[config.mk]
export PLATFORM = sky130hd
export DESIGN_NAME = ipc_mailbox
export DESIGN_NICKNAME = d
export VERILOG_FILES = /design/src/rtl/ipc_mbox_pkg.sv /design/src/rtl/ipc_mbox_queue.sv /design/src/rtl/ipc_mbox_irq.sv /design/src/rtl/ipc_mailbox.sv
export SDC_FILE = /design/constraint.sdc
export NUM_CORES = 1
export LEC_CHECK = 0
export BUFFER_PORTS_ARGS = -buffer_cell sky130_fd_sc_hd__buf_2
export CORE_UTILIZATION = 45
export CTS_BUF_LIST = sky130_fd_sc_hd__clkbuf_4 sky130_fd_sc_hd__clkbuf_8
export DETAILED_ROUTE_END_ITERATION = 12
export SYNTH_ARGS = -nofsm -noshare
export SYNTH_HDL_FRONTEND = slang
export SYNTH_HIERARCHICAL = 1
export SYNTH_SLANG_ARGS = --single-unit
export TNS_END_PERCENT = 20
[constraint.sdc]
create_clock -name clk -period 4 [get_ports clk]
set_input_delay 0.8 -clock clk [delete_from_list [all_inputs] [get_ports clk]]
set_output_delay 0.8 -clock clk [all_outputs]
set_load 0.05 [all_outputs]
[src/rtl/ipc_mbox_pkg.sv]
package ipc_mbox_pkg;
  localparam int unsigned BUS_W      = 32;
  localparam int unsigned MSG_BASE   = 'h040;
  localparam int unsigned FULL_BASE  = 'h080;
  localparam int unsigned CNT_BASE   = 'h0C0;
  localparam int unsigned IRQ_BASE   = 'h100;
  localparam int unsigned IRQ_STRIDE = 8;
  localparam int unsigned IRQ_EN_OFS = 4;
  localparam int unsigned WORD_BYTES = 4;

  // Event pair produced by one queue per cycle
  typedef struct packed {
    logic not_full;
    logic new_msg;
  } q_evt_t;
endpackage

[src/rtl/ipc_mbox_queue.sv]
module ipc_mbox_queue #(
  parameter int unsigned DW    = 32,
  parameter int unsigned DEPTH = 4,
  localparam int unsigned PW   = (DEPTH > 1) ? $clog2(DEPTH) : 1,
  localparam int unsigned CW   = $clog2(DEPTH + 1)
) (
  input  logic          clk,
  input  logic          rst,
  input  logic          push,
  input  logic          pop,
  input  logic [DW-1:0] wdata,
  output logic [DW-1:0] head,
  output logic [CW-1:0] count,
  output logic          full,
  output logic          empty,
  output ipc_mbox_pkg::q_evt_t evt
);
  logic [DW-1:0] mem [DEPTH];
  logic [PW-1:0] wr_ptr, rd_ptr;
  logic          push_ok, pop_ok;

  assign full    = (count == CW'(DEPTH));
  assign empty   = (count == '0);
  assign push_ok = push && !full;
  assign pop_ok  = pop && !empty;
  assign head    = mem[rd_ptr];

  assign evt.new_msg  = push_ok;
  assign evt.not_full = pop_ok && full;

  function automatic logic [PW-1:0] bump(input logic [PW-1:0] p);
    return (p == PW'(DEPTH - 1)) ? '0 : p + PW'(1);
  endfunction

  always_ff @(posedge clk) begin
    if (push_ok) mem[wr_ptr] <= wdata;
  end

  always_ff @(posedge clk) begin
    if (rst) begin
      wr_ptr <= '0;
      rd_ptr <= '0;
      count  <= '0;
    end else begin
      if (push_ok) wr_ptr <= bump(wr_ptr);
      if (pop_ok)  rd_ptr <= bump(rd_ptr);
      count <= count + CW'(push_ok) - CW'(pop_ok);
    end
  end
endmodule

[src/rtl/ipc_mbox_irq.sv]
module ipc_mbox_irq #(
  parameter int unsigned NUM_Q     = 4,
  parameter int unsigned NUM_USERS = 2,
  localparam int unsigned IW       = 2 * NUM_Q
) (
  input  logic                          clk,
  input  logic                          rst,
  input  logic [IW-1:0]                 set_evt,
  input  logic [NUM_USERS-1:0]          clr_wr,
  input  logic [NUM_USERS-1:0]          en_wr,
  input  logic [IW-1:0]                 wdata,
  output logic [NUM_USERS-1:0][IW-1:0]  stat,
  output logic [NUM_USERS-1:0][IW-1:0]  en,
  output logic [NUM_USERS-1:0]          irq
);
  for (genvar u = 0; u < NUM_USERS; u++) begin : g_user
    always_ff @(posedge clk) begin
      if (rst) begin
        stat[u] <= '0;
        en[u]   <= '0;
      end else begin
        // a new event wins over a clear landing in the same cycle
        stat[u] <= (stat[u] & ~(clr_wr[u] ? wdata : '0)) | set_evt;
        if (en_wr[u]) en[u] <= wdata;
      end
    end
    assign irq[u] = |(stat[u] & en[u]);
  end
endmodule

[src/rtl/ipc_mailbox.sv]
module ipc_mailbox #(
  parameter int unsigned NUM_Q     = 4,
  parameter int unsigned DEPTH     = 4,
  parameter int unsigned NUM_USERS = 2,
  parameter int unsigned AW        = 9,
  parameter int unsigned REV_MAJOR = 2,
  parameter int unsigned REV_MINOR = 1
) (
  input  logic                 clk,
  input  logic                 rst,
  input  logic [AW-1:0]        reg_addr,
  input  logic                 reg_wr,
  input  logic                 reg_rd,
  input  logic [31:0]          reg_wdata,
  output logic [31:0]          reg_rdata,
  output logic [NUM_USERS-1:0] irq_line
);
  import ipc_mbox_pkg::*;

  localparam int unsigned DW = BUS_W;
  localparam int unsigned CW = $clog2(DEPTH + 1);
  localparam int unsigned IW = 2 * NUM_Q;
  localparam logic [31:0] REV_WORD = {24'b0, 4'(REV_MAJOR), 4'(REV_MINOR)};

  logic [NUM_Q-1:0]                 msg_hit, q_push, q_pop, q_full, q_empty;
  logic [NUM_Q-1:0][DW-1:0]         q_head;
  logic [NUM_Q-1:0][CW-1:0]         q_count;
  q_evt_t [NUM_Q-1:0]               q_evt;
  logic [IW-1:0]                    evt_bits;
  logic [NUM_USERS-1:0]             stat_hit, en_hit;
  logic [NUM_USERS-1:0][IW-1:0]     irq_stat, irq_en;
  logic [31:0]                      rd_next;

  for (genvar m = 0; m < NUM_Q; m++) begin : g_q
    assign msg_hit[m] = (reg_addr == AW'(MSG_BASE + WORD_BYTES * m));
    assign q_push[m]  = reg_wr && msg_hit[m];
    assign q_pop[m]   = reg_rd && msg_hit[m];
    assign evt_bits[2*m]   = q_evt[m].new_msg;
    assign evt_bits[2*m+1] = q_evt[m].not_full;

    ipc_mbox_queue #(.DW(DW), .DEPTH(DEPTH)) u_queue (
      .clk   (clk),
      .rst   (rst),
      .push  (q_push[m]),
      .pop   (q_pop[m]),
      .wdata (reg_wdata),
      .head  (q_head[m]),
      .count (q_count[m]),
      .full  (q_full[m]),
      .empty (q_empty[m]),
      .evt   (q_evt[m])
    );
  end

  for (genvar u = 0; u < NUM_USERS; u++) begin : g_dec
    assign stat_hit[u] = reg_wr && (reg_addr == AW'(IRQ_BASE + IRQ_STRIDE * u));
    assign en_hit[u]   = reg_wr && (reg_addr == AW'(IRQ_BASE + IRQ_STRIDE * u + IRQ_EN_OFS));
  end

  ipc_mbox_irq #(.NUM_Q(NUM_Q), .NUM_USERS(NUM_USERS)) u_irq (
    .clk     (clk),
    .rst     (rst),
    .set_evt (evt_bits),
    .clr_wr  (stat_hit),
    .en_wr   (en_hit),
    .wdata   (reg_wdata[IW-1:0]),
    .stat    (irq_stat),
    .en      (irq_en),
    .irq     (irq_line)
  );

  // read mux, evaluated on pre-edge state
  always_comb begin
    rd_next = '0;
    if (reg_addr == '0) rd_next = REV_WORD;
    for (int m = 0; m < NUM_Q; m++) begin
      if (msg_hit[m])
        rd_next = q_empty[m] ? '0 : q_head[m];
      if (reg_addr == AW'(FULL_BASE + WORD_BYTES * m))
        rd_next = {31'b0, q_full[m]};
      if (reg_addr == AW'(CNT_BASE + WORD_BYTES * m))
        rd_next = 32'(q_count[m]);
    end
    for (int u = 0; u < NUM_USERS; u++) begin
      if (reg_addr == AW'(IRQ_BASE + IRQ_STRIDE * u))
        rd_next = 32'(irq_stat[u]);
      if (reg_addr == AW'(IRQ_BASE + IRQ_STRIDE * u + IRQ_EN_OFS))
        rd_next = 32'(irq_en[u]);
    end
  end

  always_ff @(posedge clk) begin
    if (rst)         reg_rdata <= '0;
    else if (reg_rd) reg_rdata <= rd_next;
  end
endmodule

==> After elaboration in Yosys (flattened, before gate mapping) <==
Memories as Yosys holds them, arrays and structs flattened. A register that Yosys moved wholly into a read port is not among the register bits.
Index checks and enable logic that the tools add are counted.
{ "word_totals": {"reg_bits": 92, "latch_bits": 0, "ram_bits": 512, "mem_bits_ro": 0, "inputBits": 45, "wordCells": 159, "n_memories": 4} }
{ "mem_list": {"columns": ["name", "depth", "word_bits", "read_ports", "rd_ports_with_merged_regs", "wr", "line_no", "source"], "rows": [
  ["g_q[0].u_queue.mem", 4, 32, 1, 1, 1, "ipc_mbox_queue.sv:18", "logic [DW-1:0] mem [DEPTH];"],
  ["g_q[1].u_queue.mem", 4, 32, 1, 1, 1, "ipc_mbox_queue.sv:18", null],
  ["g_q[2].u_queue.mem", 4, 32, 1, 1, 1, "ipc_mbox_queue.sv:18", null],
  ["g_q[3].u_queue.mem", 4, 32, 1, 1, 1, "ipc_mbox_queue.sv:18", null]
]} }
{ "op_classes": {"addsub": 16, "multipliers": 0, "n_div": 0, "n_lt_le_gt_ge": 0, "n_eq_ne": 28, "shift": 0, "mux": 47, "bitwise_logic": 8, "n_reduce_logical": 39} }
{ "op_table": {"columns": ["operator", "n"], "rows": [
  ["$mux W32", 20],
  ["$eq A9 B8 Y1 const B", 8],
  ["$eq A9 B7 Y1 const B", 4],
  ["$eq A9 B9 Y1 const B", 4],
  ["$and A8 B8 Y8", 4],
  ["$mux W2", 16],
  ["$logic_and A1 B1 Y1", 24],
  ["$add A2 B1 Y2 const B", 8],
  ["$eq A2 B2 Y1 const B", 8],
  ["$mux W8", 2],
  ["$not A8 Y8", 2],
  ["$or A8 B8 Y8", 2],
  ["$reduce_or A8 Y1", 2],
  ["$add A3 B1 Y3", 4],
  ["$eq A3 B3 Y1 const B", 4],
  ["$logic_not A3 Y1", 4],
  ["$sub A3 B1 Y3", 4],
  ["$logic_not A9 Y1", 1],
  ["$logic_not A1 Y1", 8],
  ["$mux W1", 8],
  ["$mux W6", 1]
]} }

==> Logic depth before layout (Yosys ltp) <==
Gate-level depths: netlist of run 1.
{ "logic_depth": {"depth_word": 18, "ltp_mapped": 13, "ltp_nobuf": 12} }

==> Modules after synthesis <==
Netlist of run 1, hierarchy kept.
{ "by_module_without_submodules": {"columns": ["mod", "instances", "cells_per_inst", "area_per_inst_um2"], "rows": [
  ["ipc_mbox_queue", 4, 220, 5084.9],
  ["ipc_mailbox", 1, 350, 2672.6],
  ["ipc_mbox_irq", 1, 121, 1263.7]
]} }

==> Worst setup path after synthesis of run 1 <==
OpenSTA, ideal clock, no wires.
{ "synth_path": {"kind": "input to register", "start": "in reg_addr[3]", "end": "reg g_q[0].u_queue.count[2]", "setup_ns": 0.128, "t_arrival_ns": 3.183, "slack_ns": 0.689, "path_stages": 13, "path_buffers": 2, "cell_sequence": "buf_2 > or3_1 > clkbuf_1 > nor4_1 > and2_1 > inv_1 > nor2_2 > xnor2_1 > ha_1 > fa_1 > xnor2_1 > xnor2_1 > nor2_1"} }
{ "synth_via": {"elab_chain_cells": 5, "elab_cells_between_ends": 7, "cone_classes": "add/sub (2); eq/ne (1); reduce/logical (4)"} }
{ "synth_rtl": {"columns": ["item", "line_no", "source"], "rows": [
  ["start: declaration", "ipc_mailbox.sv:11", "input logic [AW-1:0] reg_addr,"],
  ["$eq A9 B7 Y1", "ipc_mailbox.sv:35", "assign msg_hit[m] = (reg_addr == AW'(MSG_BASE + WORD_BYTES * m));"],
  ["$logic_and A1 B1 Y1", "ipc_mailbox.sv:36", "assign q_push[m] = reg_wr && msg_hit[m];"],
  ["net q_push[0]", "ipc_mailbox.sv:25", "logic [NUM_Q-1:0] msg_hit, q_push, q_pop, q_full, q_empty;"],
  ["$logic_and A1 B1 Y1", "ipc_mbox_queue.sv:24", "assign push_ok = push && !full;"],
  ["net g_q[0].u_queue.push_ok", "ipc_mbox_queue.sv:20", "logic push_ok, pop_ok;"],
  ["$add A3 B1 Y3", "ipc_mbox_queue.sv:47", "count <= count + CW'(push_ok) - CW'(pop_ok);"],
  ["$sub A3 B1 Y3", "ipc_mbox_queue.sv:47", null],
  ["end signal: assignment", "ipc_mbox_queue.sv:47", null],
  ["end: declaration", "ipc_mbox_queue.sv:13", "output logic [CW-1:0] count,"]
]} }
The timed path passes the listed nets, and every way through them passes these cells.
A chain may end at the register's enable or synchronous reset.

==> Final worst setup path of run 1 <==
{ "layout_path": {"start": "in reg_addr[5]", "end": "reg g_q[0].u_queue.count[2]"} }
{ "layout_via": {"elab_chain_cells": 5, "elab_cells_between_ends": 7, "cone_classes": "add/sub (2); eq/ne (1); reduce/logical (4)"} }
{ "layout_rtl": {"columns": ["item", "line_no", "source"], "rows": [
  ["$eq A9 B7 Y1", "ipc_mailbox.sv:35", null],
  ["$logic_and A1 B1 Y1", "ipc_mailbox.sv:36", null],
  ["net q_push[0]", "ipc_mailbox.sv:25", null],
  ["$logic_and A1 B1 Y1", "ipc_mbox_queue.sv:24", null],
  ["net evt_bits[0]", "ipc_mailbox.sv:29", "logic [IW-1:0] evt_bits;"],
  ["$add A3 B1 Y3", "ipc_mbox_queue.sv:47", null],
  ["$sub A3 B1 Y3", "ipc_mbox_queue.sv:47", null]
]} }
The timed path passes the listed nets, and every way through them passes these cells.

==> impl_summary.txt, run 1 <==
----------------------------------------------------
[Worst setup path]
  R2r setup slk ... 1350 ps
  Reg2Reg Capture Point ... reg_rdata[1]
  Kind of critical path ... in2reg
  Launching element of the worst setup path ... reg_addr[5]
  Number of cells on the worst reg-to-reg path ... 6
  Max incr delay on CP ... 620 ps
  WP depth ... 13
  Nature of the critical path endpoint ... flip-flop
  Critical Path Start Type ... input pin
  Critical path required time ... 4550 ps
  CP Buf/Inv Count ... 3
  Cell with the most instances on the worst path ... sky130_fd_sc_hd__xnor2_1
  Cell type group with the largest total delay on the critical path ... simple AND/OR/NAND/NOR gates
  Highest fanout seen on the critical path ... 7
  Cell with the largest stage delay on the worst path ... sky130_fd_sc_hd__or4b_4
  Crit-path cells ... buf_2 -> or4b_4 -> nor4_1 -> buf_4 -> and2_1 -> inv_1 -> nor2_2 -> xnor2_1 -> ha_1 -> fa_1 -> xnor2_1 -> xnor2_1 -> nor2_1
  Data arrival time at the worst-slack endpoint ... 3640 ps

[CTS]
  H-Tree Depth ... 3
  Clock tree from TritonCTS ... done
  Maximum buffer depth of the clock tree ... 3
  Clock transition time at the flip-flop clock pins of the worst setup and hold paths ... 60 ps
  Hold Buf Count CTS ... 0
  Clock latency at the later pin of the worst-skew pair ... 690 ps
  Clock sink count ... 612
  CTS buffer count ... 98
  Post-CTS Setup Bufs ... 0
  Post-cts gate resize count ... 0
  Root buf cell ... sky130_fd_sc_hd__clkbuf_8

[STA]
  Count of final hold-check violations ... 0
  RSZ-0062 raised after global routing ... false
  Min Hold Slack ... 446.4 ps
  Final period util ... 77.32%
  Final Slew Violations ... 0
  Final sum of negative setup slack ... 0 ps
  Minimum clock period ... 3093 ps
  Relative slew slack ... 28.31%
  Minimum setup slack in the final design ... 907.2 ps
  Worst clock skew on the final layout ... 26.72 ps
  Number of endpoints failing setup at the final stage ... 0
  Tightest Pin Transition ... 1075 ps
  Fmax ... 323.3 MHz

[Power and ir drop]
  Cell area power density ... 451.8 nW/um^2
  Pleak ... 9.077 nW
  Worst vdd rail ir drop ... 0.0003038 V
  Total power after layout ... 12.54 mW

[Floorplan]
  Effective utilization at floorplan ... 45.83%
  Core Footprint ... 52970 sq um
  Die area ... 54880 sq um
  Total number of placement rows ... 84
  Die width ... 234.3 microns
  Number of ports placed on the die boundary ... 79
  Vertical die dimension ... 234.3 microns

[Global route]
  Largest net degree at the start of global routing ... 66
  GR Util met2 ... 35.78%
  Via count of the first global-routing pass ... 13590
  Antenna violations before repair ... 3
  Most used routing layer ... met2
  Overall Global Routing Usage ... 22.58%
  First-pass GRT wire length ... 88.62 mm
  GRT met1 Usage ... 31.45%
  Overflow after GRT ... 0
  Met3 Resource Use GR ... 4.450%

[Worst hold path]
  Hold Path Class ... reg2reg
  Start point of the worst min-delay path ... reg_rdata[26]
  Destination of the worst hold path ... reg_rdata[26]
  Number of cells on the worst hold path ... 1

[Yosys]
  Post-synthesis cell count ... 1351
  Post-Syn Area per Cell ... 17.97 sq um
  Top_reg_cell synth ... sky130_fd_sc_hd__edfxtp_1
  Net count of the mapped netlist ... 1424
  Count of different cell masters after synthesis ... 66
  Asr flop ratio synth ... 0%
  Number of register bits inferred by synthesis ... 612
  Yosys warnings ... 6
  Netlist area before placement ... 24280 sq um
  Sequential cell area fraction in the yosys report ... 71.58%
  EDFF count, synth ... 512

[Finish]
  Area growth from synthesis to final layout ... 14.35%
  Proportion of layout cells with a drive suffix above 1 ... 29.96%
  Count of inserted antenna diode cells ... 0
  Number of nets in the finished design ... 1573
  Fraction of the core area covered by cells at the end of the flow ... 52.40%
  Number of fill cells in the layout ... 4325

[Detailed routing]
  Per-cell routed wire length ... 26.24 microns
  Detailed Route Iter0 Violations ... 1314
  Number of vias in the routed layout ... 13250
  Post-DR vias/cell ... 5.836
  First-pass iteration count of the detailed router ... 7
  Antenna-violating nets left ... 0
  Total detailed-routing wirelength ... 59.56 mm
  Post-route DRC violation count ... 0

[Placement]
  Setup WS pre-CTS ... 224.6 ps
  Number of buffers added on ports ... 78
  Global placement routability congestion ... 0.8780
  Dpl hpwl ... 33.21 mm

[Outcome]
  Status ... finished clean

[Job]
  Max-capacitance violation count ... 0

----------------------------------------------------
[layout by cell type (no fill, tap or decap), types with 8 or more instances in the layout]
| master | n |
|---|---|
| sky130_fd_sc_hd__edfxtp_1 | 512 |
| sky130_fd_sc_hd__mux4_2 | 128 |
| sky130_fd_sc_hd__clkbuf_8 | 111 |
| sky130_fd_sc_hd__dfxtp_1 | 92 |
| sky130_fd_sc_hd__buf_2 | 78 |
| sky130_fd_sc_hd__nor2_1 | 52 |
| sky130_fd_sc_hd__a21oi_1 | 52 |
| sky130_fd_sc_hd__clkbuf_4 | 42 |
| sky130_fd_sc_hd__nand2_1 | 40 |
| sky130_fd_sc_hd__buf_4 | 35 |
| sky130_fd_sc_hd__inv_1 | 33 |
| sky130_fd_sc_hd__o21ai_0 | 26 |
| sky130_fd_sc_hd__ha_1 | 24 |
| sky130_fd_sc_hd__mux2i_1 | 22 |
| sky130_fd_sc_hd__a221oi_1 | 20 |
| sky130_fd_sc_hd__nor2b_1 | 16 |
| sky130_fd_sc_hd__a22oi_1 | 16 |
| sky130_fd_sc_hd__clkinv_1 | 16 |
| sky130_fd_sc_hd__and3_2 | 16 |
| sky130_fd_sc_hd__a21bo_1 | 16 |
| sky130_fd_sc_hd__nand3_1 | 15 |
| sky130_fd_sc_hd__nor3_1 | 14 |
| sky130_fd_sc_hd__a22o_1 | 14 |
| sky130_fd_sc_hd__buf_12 | 14 |
| sky130_fd_sc_hd__xnor2_1 | 12 |
| sky130_fd_sc_hd__a21o_1 | 11 |
| sky130_fd_sc_hd__a222oi_1 | 10 |
| sky130_fd_sc_hd__o31ai_1 | 9 |
| sky130_fd_sc_hd__mux2_2 | 8 |
| sky130_fd_sc_hd__dfxtp_2 | 8 |
[per-stage QoR]
| stage | cells | area [sq um] |
|---|---|---|
| after floorplan | 1351 | 24280 |
| after global placement | 2088 | 25730 |
| after detailed placement | 2088 | 25730 |
| after CTS | 2270 | 27760 |
| after global routing | 2270 | 27760 |
| final | 2270 | 27760 |
[worst reg2reg max path, stage by stage, from the launching register on]
cell                       delay, ps
sky130_fd_sc_hd__dfxtp_2         930
sky130_fd_sc_hd__mux4_2          680
sky130_fd_sc_hd__nor2b_1         150
sky130_fd_sc_hd__o21ai_0         160
sky130_fd_sc_hd__a21oi_1          90
sky130_fd_sc_hd__a211oi_1        370
sky130_fd_sc_hd__o41ai_1         160
[Yosys cell counts, types with 6 or more instances]
cell type	count	area share (%)
sky130_fd_sc_hd__edfxtp_1	512	63
sky130_fd_sc_hd__mux4_2	128	12
sky130_fd_sc_hd__dfxtp_1	100	8.2
sky130_fd_sc_hd__nor2_1	53	0.82
sky130_fd_sc_hd__a21oi_1	52	1.1
sky130_fd_sc_hd__nand2_1	40	0.62
sky130_fd_sc_hd__inv_1	33	0.51
sky130_fd_sc_hd__buf_2	30	0.62
sky130_fd_sc_hd__o21ai_0	26	0.54
sky130_fd_sc_hd__ha_1	24	1.2
sky130_fd_sc_hd__mux2i_1	22	0.91
sky130_fd_sc_hd__clkbuf_1	21	0.32
sky130_fd_sc_hd__a221oi_1	20	0.72
sky130_fd_sc_hd__a21bo_1	16	0.66
sky130_fd_sc_hd__a22oi_1	16	0.49
sky130_fd_sc_hd__and3_1	16	0.41
sky130_fd_sc_hd__nor2b_1	16	0.41
sky130_fd_sc_hd__nand3_1	15	0.31
sky130_fd_sc_hd__a22o_1	14	0.51
sky130_fd_sc_hd__nor3_1	14	0.29
sky130_fd_sc_hd__buf_1	12	0.19
sky130_fd_sc_hd__xnor2_1	12	0.43
sky130_fd_sc_hd__a21o_1	11	0.34
sky130_fd_sc_hd__buf_4	11	0.34
sky130_fd_sc_hd__a222oi_1	10	0.41
sky130_fd_sc_hd__o31ai_1	9	0.28
sky130_fd_sc_hd__mux2_2	8	0.37
sky130_fd_sc_hd__a211oi_1	7	0.22
sky130_fd_sc_hd__nand2b_1	7	0.18
sky130_fd_sc_hd__nor4_1	7	0.18
sky130_fd_sc_hd__o21a_1	7	0.22
sky130_fd_sc_hd__and2_1	6	0.15
[worst max path at each step]
stage | endpoint | slack, ps
floorplan | g_q[0].u_queue/count[2] | 690
global placement | g_q[0].u_queue/count[2] | 240
detailed placement | g_q[0].u_queue/count[2] | 220
CTS | g_q[0].u_queue/count[2] | 970
global route | g_q[0].u_queue/count[2] | 740
finish | g_q[0].u_queue/count[2] | 910
[power breakdown]
group	switching (mW)	internal (mW)	total [mW]
Clock	2.43	3.01	5.44
Sequential	0.000886	6.90	6.90
Combinational	0.161	0.0421	0.203
Total	2.59	9.95	12.5
[sequential cells by signal, summed over array words and instances (netlist names), named ones only]
signal	count
u_irq/en	16
g_q.u_queue/rd_ptr	8
u_irq/stat	16
reg_rdata	32
g_q.u_queue/count	12
g_q.u_queue/wr_ptr	8
g_q.u_queue/mem	512
[layout make-up]
type / instances / area [sq um] / share of cell area, %
clock buffer: 153 / 1843 / 6.639
timing repair buffer: 127 / 933.4 / 3.362
clock inverter: 29 / 188.9 / 0.6806
tap: 688 / 860.8 / 3.101
inverter: 37 / 138.9 / 0.5003
multi-input combinational: 624 / 6407 / 23.08
sequential: 612 / 17390 / 62.63
[kinds of logic after synthesis]
logic type | share of synthesized area, %
flops | 71.58
compound gates | 6.329
simple gates | 4.737
mux | 13.15
buf+inv | 2.201
fa+ha+maj | 1.567
xor+xnor | 0.4329
[per-layer routing]
| layer | share of wire (%) | vias up |
|---|---|---|
| met5 | 0.049 | - |
| met4 | 2.4 | 4 |
| met3 | 5.9 | 97 |
| met2 | 48 | 449 |
| met1 | 44 | 6941 |
| li1 | - | 5756 |
(Power assumes the default switching activity.)
==> inputs of run 2 (changes only) <==
Clock period 4 ns to 3.2 ns, I/O delays scaled along.
==> impl_summary.txt, run 2 (same netlist as run 1, synthesis figures left out) <==
----------------------------------------------------
[CTS]
  Clock sink count ... 612 (unchanged)
  Clock latency at the later pin of the worst-skew pair ... 720 ps (+30 ps)
  CTS buffer count ... 101 (+3.1%)
  Clock tree from TritonCTS ... done
  Maximum buffer depth of the clock tree ... 3 (unchanged)
  Post-cts gate resize count ... 0 (unchanged)
  Clock transition time at the flip-flop clock pins of the worst setup and hold paths ... 60 ps (about the same)
  Root buf cell ... sky130_fd_sc_hd__clkbuf_8
  H-Tree Depth ... 3 (unchanged)
  Post-CTS Setup Bufs ... 0 (unchanged)
  Hold Buf Count CTS ... 0 (unchanged)

[Worst setup path]
  Highest fanout seen on the critical path ... 5 (-2)
  Cell type group with the largest total delay on the critical path ... simple AND/OR/NAND/NOR gates
  Nature of the critical path endpoint ... flip-flop
  Cell with the largest stage delay on the worst path ... sky130_fd_sc_hd__or3_1
  Critical Path Start Type ... input pin
  Crit-path cells ... buf_2 -> buf_4 -> or3_1 -> nor2_1 -> nand2_1 -> nor2_1 -> inv_1 -> nor2_2 -> xnor2_1 -> ha_1 -> fa_1 -> xnor2_1 -> xnor2_1 -> nor2_1
  Kind of critical path ... in2reg
  Data arrival time at the worst-slack endpoint ... 3170 ps (-470 ps)
  Max incr delay on CP ... 410 ps (-210 ps)
  Critical path required time ... 3760 ps (-790 ps)
  CP Buf/Inv Count ... 3 (unchanged)

[STA]
  RSZ-0062 raised after global routing ... false
  Worst clock skew on the final layout ... 37.26 ps (+10.54 ps)
  Minimum setup slack in the final design ... 584.3 ps (-322.9 ps)
  Final Slew Violations ... 0 (unchanged)
  Count of final hold-check violations ... 0 (unchanged)
  Relative slew slack ... 42.82% (+15 points)
  Tightest Pin Transition ... 857.7 ps (-217.5 ps)
  Final period util ... 81.74%
  Final sum of negative setup slack ... 0 ps (unchanged)
  Fmax ... 382.3 MHz
  Number of endpoints failing setup at the final stage ... 0 (unchanged)
  Minimum clock period ... 2616 ps

[Floorplan]
  Effective utilization at floorplan ... 45.83% (unchanged)
  Die width ... 234.3 microns (unchanged)
  Total number of placement rows ... 84 (unchanged)
  Number of ports placed on the die boundary ... 79 (unchanged)
  Core Footprint ... 52970 sq um (unchanged)
  Die area ... 54880 sq um (unchanged)
  Vertical die dimension ... 234.3 microns (unchanged)

[Global route]
  First-pass GRT wire length ... 89.23 mm (+0.68%)
  Antenna violations before repair ... 4 (+1)
  Via count of the first global-routing pass ... 13520 (-0.47%)
  Largest net degree at the start of global routing ... 53 (-20%)
  Overall Global Routing Usage ... 22.82% (+0.24 points)
  Overflow after GRT ... 0 (unchanged)

[Detailed routing]
  Post-DR vias/cell ... 5.852 (+0.28%)
  Total detailed-routing wirelength ... 60.81 mm (+2.1%)
  Post-route DRC violation count ... 0 (unchanged)
  Detailed Route Iter0 Violations ... 1390 (+5.8%)
  Per-cell routed wire length ... 26.29 microns (+0.21%)
  First-pass iteration count of the detailed router ... 6 (-1)
  Antenna-violating nets left ... 0 (unchanged)
  Number of vias in the routed layout ... 13540 (+2.2%)

[Finish]
  Register with the most flip-flops ... g_q.u_queue/mem
  Number of nets in the finished design ... 1610 (+2.4%)
  Number of fill cells in the layout ... 4302 (-0.53%)
  Area growth from synthesis to final layout ... 16.43%
  Largest register FFs ... 512 (unchanged)
  Proportion of layout cells with a drive suffix above 1 ... 31.75% (+1.8 points)
  Top library cells by usage in the layout, fill and taps aside ... sky130_fd_sc_hd__edfxtp_1 (512), sky130_fd_sc_hd__mux4_2 (128), sky130_fd_sc_hd__clkbuf_8 (115), sky130_fd_sc_hd__dfxtp_1 (92), sky130_fd_sc_hd__buf_2 (78)
  Largest registers ranked by flip-flop count ... g_q.u_queue/mem (512), reg_rdata (32)
  Count of inserted antenna diode cells ... 0 (unchanged)
  Commonest non-fill, non-tap cell in the layout ... sky130_fd_sc_hd__edfxtp_1

[Worst hold path]
  Hold Path Class ... in2reg

[Placement]
  Number of buffers added on ports ... 78 (unchanged)
  Dpl hpwl ... 34.29 mm (+3.2%)
  Global placement routability congestion ... 0.9208 (+4.9%)
  Setup WS pre-CTS ... -53.60 ps (-278.2 ps)

[Power and ir drop]
  Cell area power density ... 563.4 nW/um^2 (+25%)
  Worst vdd rail ir drop ... 0.0003470 V (+14%)
  Pleak ... 9.330 nW (+2.8%)

[Job]
  Max-capacitance violation count ... 0 (unchanged)

[Outcome]
  Status ... finished clean

----------------------------------------------------
[run 2: cell count changes in the layout (fill, tap and decap cells not counted), sizes merged]
cell,previous run,this run
clkinv,23,33
buf,127,161
clkinvlp,1,2
clkbuf,153,151
[run 2: final cells by class]
cell class | count | area (sq um) | share of cell area [%]
multi-input combinational | 624 | 6407 | 22.67
clock inverter | 40 | 277.8 | 0.9828
timing repair buffer | 161 | 1339 | 4.737
clock buffer | 151 | 1853 | 6.556
inverter | 37 | 138.9 | 0.4914
sequential | 612 | 17390 | 61.52
tap | 688 | 860.8 | 3.046
[run 2: worst paths after layout]
check                start                         to  slack [ps]  cells past startpoint
max            reg_addr[5]    g_q[2].u_queue/count[2]         580                     14
min          reg_wdata[28]  g_q[3].u_queue/mem[3][28]         300                      1
max reg2reg      flip-flop               reg_rdata[2]         760                      4
min reg2reg  reg_rdata[22]              reg_rdata[22]         440                      2
[run 2: power breakdown]
part / switching, mW / total (mW) / leakage (nW) / internal [mW]
clock network: 3.19 / 7.03 / 1.13 / 3.84
registers: 0.00112 / 8.63 / 5.41 / 8.62
logic: 0.204 / 0.268 / 2.79 / 0.0635
[run 2: stage by stage]
stage	cell area, sq um	hold slack [ps]	power, mW	util, %	std cells
final	28260	297.3	15.92	53.36	2313
after global routing	28260	262.4	16.42	53.36	2313
after CTS	28260	237.9	16.06	53.36	2313
after detailed placement	26130	433.7	9.058	49.33	2122
after global placement	26130	428.4	9.049	49.33	2122
after floorplan	24280	471.1	8.876	-	1351
[run 2: routing by layer]
layer | vias up | routed length [microns] | track usage, % | part of all wire, %
met1 | 7094 | 26810 | 32.31 | 44
li1 | 5842 | - | - | -
met4 | 8 | 1148 | 5.986 | 1.9
met3 | 92 | 3739 | 4.329 | 6.1
met2 | 500 | 29080 | 36.34 | 48
met5 | - | 41 | 0 | 0.067
